===== src/rtl/wdog_pkg.sv =====
package wdog_pkg;
   localparam int unsigned REG_W       = 4;
   localparam int unsigned BIT_RESTART = 0;
   localparam int unsigned BIT_RSTEN   = 1;
   localparam int unsigned BIT_RFLAG   = 2;
   localparam int unsigned BIT_TFLAG   = 3;

   typedef enum logic {
      PH_RUN   = 1'b0,
      PH_GRACE = 1'b1
   } wdog_phase_e;
endpackage


===== src/rtl/wdog_tick_cnt.sv =====
module wdog_tick_cnt #(
   parameter int unsigned LIMIT = 1024
) (
   input  logic clk,
   input  logic por_n,
   input  logic clr,
   input  logic en,
   output logic last
);
   localparam int unsigned W = (LIMIT > 1) ? $clog2(LIMIT) : 1;
   localparam logic [W-1:0] LAST_VAL = W'(LIMIT - 1);

   if (LIMIT < 2) begin : g_bad_limit
      $error("wdog_tick_cnt: LIMIT must be at least 2");
   end

   logic [W-1:0] val;

   always_ff @(posedge clk or negedge por_n) begin
      if (!por_n)      val <= '0;
      else if (clr)    val <= '0;
      else if (en)     val <= val + 1'b1;
   end

   assign last = en && (val == LAST_VAL);

   AST_CLR_ZERO: assert property (@(posedge clk) disable iff (!por_n)
      clr |=> (val == '0));
   AST_NO_OVERFLOW: assert property (@(posedge clk) disable iff (!por_n)
      (val <= LAST_VAL));
endmodule


===== src/rtl/wdog_csr.sv =====
module wdog_csr
   import wdog_pkg::*;
(
   input  logic             clk,
   input  logic             por_n,
   input  logic             wr,
   input  logic [REG_W-1:0] wdata,
   input  logic             tmo_evt,
   input  logic             rst_evt,
   output logic             restart,
   output logic             rst_en,
   output logic             tmo_flag,
   output logic             rst_flag,
   output logic [REG_W-1:0] rdata
);
   logic clr_tflag, clr_rflag;

   assign restart   = wr && wdata[BIT_RESTART];
   assign clr_tflag = wr && !wdata[BIT_TFLAG];
   assign clr_rflag = wr && !wdata[BIT_RFLAG];

   always_ff @(posedge clk or negedge por_n) begin
      if (!por_n)         tmo_flag <= 1'b0;
      else if (tmo_evt)   tmo_flag <= 1'b1;
      else if (clr_tflag) tmo_flag <= 1'b0;
   end

   always_ff @(posedge clk or negedge por_n) begin
      if (!por_n)         rst_flag <= 1'b0;
      else if (rst_evt)   rst_flag <= 1'b1;
      else if (clr_rflag) rst_flag <= 1'b0;
   end

   always_ff @(posedge clk or negedge por_n) begin
      if (!por_n)   rst_en <= 1'b0;
      else if (wr)  rst_en <= wdata[BIT_RSTEN];
   end

   always_comb begin
      rdata              = '0;
      rdata[BIT_TFLAG]   = tmo_flag;
      rdata[BIT_RFLAG]   = rst_flag;
      rdata[BIT_RSTEN]   = rst_en;
      rdata[BIT_RESTART] = 1'b0;
   end

   AST_TFLAG_SET: assert property (@(posedge clk) disable iff (!por_n)
      tmo_evt |=> tmo_flag);
   AST_RFLAG_HOLD: assert property (@(posedge clk) disable iff (!por_n)
      (!rst_evt && !clr_rflag) |=> $stable(rst_flag));
   AST_TFLAG_HOLD: assert property (@(posedge clk) disable iff (!por_n)
      (!tmo_evt && !clr_tflag) |=> $stable(tmo_flag));
endmodule


===== src/rtl/wdog_ctrl.sv =====
module wdog_ctrl
   import wdog_pkg::*;
#(
   parameter int unsigned TIMEOUT_CLKS = 1024,
   parameter int unsigned GRACE_CLKS   = 512,
   parameter bit          IRQ_REG      = 1'b0
) (
   input  logic       clk,
   input  logic       por_n,
   input  logic       reg_wr,
   input  logic [3:0] reg_wdata,
   output logic [3:0] reg_rdata,
   input  logic       irq_en,
   output logic       irq,
   output logic       wd_rst_req
);
   if (TIMEOUT_CLKS < 2) begin : g_bad_tmo
      $error("wdog_ctrl: TIMEOUT_CLKS must be at least 2");
   end
   if (GRACE_CLKS < 2) begin : g_bad_grace
      $error("wdog_ctrl: GRACE_CLKS must be at least 2");
   end

   wdog_phase_e phase;
   logic restart, rst_en, tmo_flag, rst_flag;
   logic main_last, grace_last;
   logic tmo_evt, grace_end, rst_evt;

   wdog_csr i_csr (
      .clk      (clk),
      .por_n    (por_n),
      .wr       (reg_wr),
      .wdata    (reg_wdata),
      .tmo_evt  (tmo_evt),
      .rst_evt  (rst_evt),
      .restart  (restart),
      .rst_en   (rst_en),
      .tmo_flag (tmo_flag),
      .rst_flag (rst_flag),
      .rdata    (reg_rdata)
   );

   wdog_tick_cnt #(.LIMIT(TIMEOUT_CLKS)) i_main_cnt (
      .clk   (clk),
      .por_n (por_n),
      .clr   (restart || main_last),
      .en    (phase == PH_RUN),
      .last  (main_last)
   );

   wdog_tick_cnt #(.LIMIT(GRACE_CLKS)) i_grace_cnt (
      .clk   (clk),
      .por_n (por_n),
      .clr   (restart || grace_last),
      .en    (phase == PH_GRACE),
      .last  (grace_last)
   );

   assign tmo_evt   = main_last  && !restart;
   assign grace_end = grace_last && !restart;
   assign rst_evt   = grace_end  && rst_en;

   always_ff @(posedge clk or negedge por_n) begin
      if (!por_n)          phase <= PH_RUN;
      else if (restart)    phase <= PH_RUN;
      else if (tmo_evt)    phase <= PH_GRACE;
      else if (grace_end)  phase <= PH_RUN;
   end

   always_ff @(posedge clk or negedge por_n) begin
      if (!por_n) wd_rst_req <= 1'b0;
      else        wd_rst_req <= rst_evt;
   end

   if (IRQ_REG) begin : g_irq_reg
      always_ff @(posedge clk or negedge por_n) begin
         if (!por_n) irq <= 1'b0;
         else        irq <= tmo_flag && irq_en;
      end
   end else begin : g_irq_comb
      assign irq = tmo_flag && irq_en;
      AST_IRQ_GATED: assert property (@(posedge clk) disable iff (!por_n)
         irq |-> (tmo_flag && irq_en));
   end

   AST_REQ_PULSE: assert property (@(posedge clk) disable iff (!por_n)
      wd_rst_req |=> !wd_rst_req);
   AST_REQ_FROM_GRACE: assert property (@(posedge clk) disable iff (!por_n)
      wd_rst_req |-> ($past(phase) == PH_GRACE));
   AST_REQ_NEEDS_EN: assert property (@(posedge clk) disable iff (!por_n)
      wd_rst_req |-> $past(rst_en));
   AST_REQ_SETS_FLAG: assert property (@(posedge clk) disable iff (!por_n)
      wd_rst_req |-> rst_flag);
   AST_RESTART_NO_REQ: assert property (@(posedge clk) disable iff (!por_n)
      restart |=> !wd_rst_req);
   AST_REQ_BACK_TO_RUN: assert property (@(posedge clk) disable iff (!por_n)
      wd_rst_req |-> (phase == PH_RUN));
endmodule


===== config.mk =====
export PLATFORM = sky130hd
export DESIGN_NAME = wdog_ctrl
export DESIGN_NICKNAME = d
export VERILOG_FILES = /design/src/rtl/wdog_pkg.sv /design/src/rtl/wdog_tick_cnt.sv /design/src/rtl/wdog_csr.sv /design/src/rtl/wdog_ctrl.sv
export SDC_FILE = /design/constraint.sdc
export NUM_CORES = 1
export LEC_CHECK = 0
export BUFFER_PORTS_ARGS = -buffer_cell sky130_fd_sc_hd__buf_2
export CELL_PAD_IN_SITES_DETAIL_PLACEMENT = 0
export CELL_PAD_IN_SITES_GLOBAL_PLACEMENT = 1
export CORE_MARGIN = 5
export CORE_UTILIZATION = 44
export DETAILED_ROUTE_END_ITERATION = 8
export PLACE_DENSITY = 0.86
export SLEW_MARGIN = 20
export SYNTH_ARGS = -nofsm -noshare
export SYNTH_HDL_FRONTEND = slang
export SYNTH_SLANG_ARGS = --single-unit
export TNS_END_PERCENT = 100

===== constraint.sdc =====
create_clock -name clk -period 2.3 [get_ports clk]
set_input_delay 0.575 -clock clk [delete_from_list [all_inputs] [get_ports clk]]
set_output_delay 0.575 -clock clk [all_outputs]
set_load 0.03 [all_outputs]

==> metrics.md <==
| Metric | Value |
|---|---|
| Largest net degree at the start of global routing | 25 |
| Most common cell on crit path | and4_1 |
| RSZ-0062 raised after global routing | no |
| I/O Buffers | 12 |
| Synth Warn # | 0 |
| Setup violators final | 0 |
| HP Class | input pin to asynchronous set/reset pin |
| Cell Chain, Critical Path | and4_1, and4_1, ha_1, nand2_1, nor3b_1, nand2b_1 |
| Vias/cell | between 5 and 6 |
| Fin util | 51.0% |
| Mapped cell area | roughly 0.0013 mm² |
| F_max | 540 MHz |
| Power density over the cells | 647 mW/mm² |
| DIE AREA | ~0.0041 mm² |
| Final Hold Vio Count | 0 |
| Min Clock Period, post-route | roughly 1.9 ns |
| WP data arrival | roughly 2.1 ns |
| Synthesis-to-layout area growth | 9.26% |
| Initial drt markers | 32 |
| Top cell type's share of synthesized area | between 40% and 50% |
| FF+latch count, synth | 24 |
| Post-CTS Hold Buffers | 0 |
| Clock Skew | approximately 0.0084 ns |
| Top FF cell, synth | dfrtp_1 |
| Clock network latency to the later pin of the worst-skew pair | roughly 0.32 ns |
| FP Rows | 19 |
| Slew @ Worst Pin | between 0.5 and 0.6 ns |
| Crit Path Class | flop to flop |
| M1 GR Usage | between 10% and 20% |
| M3 GR Usage | slightly above 4% |
| Crit-path max FO | 7 |
| Layout cells sized above 1 | roughly 15% |
| WP buf/inv | 0 |
| Critical Path Max Stage Delay | about 0.45 ns |
| Worst rel slew slack | 64.5% |
| Post-route DRC | 0 |
| Mapped Avg Cell Area | between 10 and 15 µm² |
| DRT Pass-1 Iters | 4 |
| Pins Over Slew Limit | 0 |
| Vias | about 970 |
| GP Congestion | approximately 0.86 |
| Worst path slowest cell | dfrtp_1 |
| H-tree depth | 1 |
| Data required, critical path | approximately 2.6 ns |
| Syn_nets | between 100 and 150 |
| CTS resizes | 0 |
| Max cap viols | 0 |
| Initial antenna violation count | 0 |
| Setup_tns | 0 ns |
| Nets | 151 |
| DP Wirelength | between 1500 and 2000 µm |
| Setup bufs post-CTS | 0 |
| Worst reg2reg startpoint | i_grace_cnt.val[2] |
| Drt total wl | around 2500 µm |
| CTS root buf | clkbuf_4 |
| Critical Path End Type | flop |
| Clock transition at path regs | 0.15 ns |
| First-pass GRT wire length | between 4000 and 5000 µm |
| Cells after Synth | between 100 and 150 |
| Sequential-to-total area share from yosys stat | a little under half |
| Setup crit start | i_grace_cnt.val[2] |
| DRT antenna net count | 0 |
| Crit share post-route | about four fifths |
| Asr flop ratio synth | 100% |
| Post-synth EDFFs | 0 |
| Post-synthesis cell type count | 42 |
| Cell family with the largest share of critical-path delay | simple AND/OR/NAND/NOR gates |
| Status | complete, no violations |
| Die width | between 60 and 70 µm |
| Number of global-route vias before repair | 930 |
| Gr busiest metal | met2 |
| Cell type with the largest total area after synthesis | dfrtp_1 |
| Startpoint types | flop |
| N_diodes | 0 |
| Num ports | 14 |
| DIE HEIGHT | approximately 64 µm |
| Core ar. | about 0.0028 mm² |
| Routed len/inst | around 15 µm |
| Leakage | approximately 0.66 nW |
| CTS max path bufs | 2 |
| Main area contributors after synthesis | dfrtp_1 (46%), a21oi_1 (3.5%), nand3b_1 (3.5%) |
| Num CTS Buffers | 3 |
| Met2 usage | 19.8% |
| GRT Overall Usage | between 10% and 20% |
| CTS tree | yes |
| Sinks on Clock Net | 24 |
| Worst vdd ir | 0.337 mV |
| Starting Density | between 40% and 50% |
| GRT overflow | 0 |
synthesized netlist by cell type, types with 2 or more instances:
cell type	n
and4_1	5
nand2_1	6
xor2_1	3
inv_1	2
o31ai_1	3
mux2i_1	3
buf_4	4
or3_1	2
clkbuf_1	3
nand3_1	4
nor2b_1	3
nand2b_1	6
mux2_2	2
a21oi_1	9
nand4_1	2
ha_1	3
dfrtp_1	24
and2_1	2
nor3_1	3
nand3b_1	6
o21ai_1	2
nor2_1	7
o21ai_0	6
per-stage QoR:
stage / power, mW / setup slack, ns / hold WS [ns] / instances / instance area [µm²]
floorplan: 0.578 / 0.703 / 0.279 / 129 / 1300
global placement: 0.609 / 0.577 / 0.502 / 166 / 1370
detailed placement: 0.613 / 0.515 / 0.510 / 166 / 1370
CTS: 0.923 / 0.491 / 0.228 / 170 / 1420
global route: 0.970 / 0.289 / 0.230 / 170 / 1420
finish: 0.917 / 0.449 / 0.210 / 170 / 1420
final cells by class:
class | instances | area, µm²
inverter | 2 | 7.51
sequential | 24 | 601
timing repair buffer | 14 | 75.1
multi-input combinational | 95 | 643
tap | 31 | 38.8
clock inverter | 1 | 30.0
clock buffer | 3 | 22.5
fill | 260 | 1360
layer usage:
metal / wire [µm] / part of all wire (%)
met4: 19 / 0.77
met5: 0 / 0
met1: 1170 / 47
met2: 1140 / 46
met3: 142 / 5.7
path summary, 6_finish.rpt:
path | endpoint | slack [ns] | cells past startpoint
hold / removal | phase | 0.21 | 1
min in group clk | i_csr.rst_en | 0.48 | 2
max in group asynchronous | i_main_cnt.val[2] | 1.73 | 1
setup / recovery | i_csr.rst_flag | 0.45 | 6
setup reg to reg | i_csr.rst_flag | 0.45 | 6
hold reg to reg | i_csr.rst_flag | 0.53 | 2
power breakdown:
group          leakage, nW  total [mW]  switching [mW]  internal, mW
Clock               0.0279       0.312           0.136         0.176
Combinational        0.314       0.109          0.0611        0.0478
Sequential           0.316       0.496          0.0426         0.453
Total                0.658       0.917           0.240         0.677
state kept, by name, indices dropped and copies added (netlist names):
signal and count:
i_main_cnt.val 10, i_grace_cnt.val 9, i_csr.rst_en 1, i_csr.rst_flag 1, i_csr.tmo_flag 1, phase 1
wd_rst_req 1
cell families (layout without fill, tap and decap cells):
kind of cell / count (synthesis) / count (layout) / synth area share, %
fa+ha+maj: 3 / 3 / 2.89
other cells: 1 / 1 / 0.289
flops: 24 / 24 / 46.3
buf+inv: 10 / 20 / 4.15
simple gates: 54 / 54 / 26.0
mux: 5 / 5 / 4.05
compound gates: 28 / 28 / 13.6
xor+xnor: 4 / 4 / 2.70
placed cells by master, fill, tap and decap left out, drive strengths merged, types with 2 or more instances in the layout:
cell type,instances
or3,2
mux2,2
nand3,4
and4,5
and2,2
ha,3
mux2i,3
buf,14
nor3,3
nor2,7
nand3b,6
clkbuf,3
nand2b,6
a21oi,9
dfrtp,24
nand2,6
nor2b,3
nand4,2
xor2,3
o21ai,8
nand4b,2
o31ai,3
inv,2
Power figures use the tool's default switching activity.
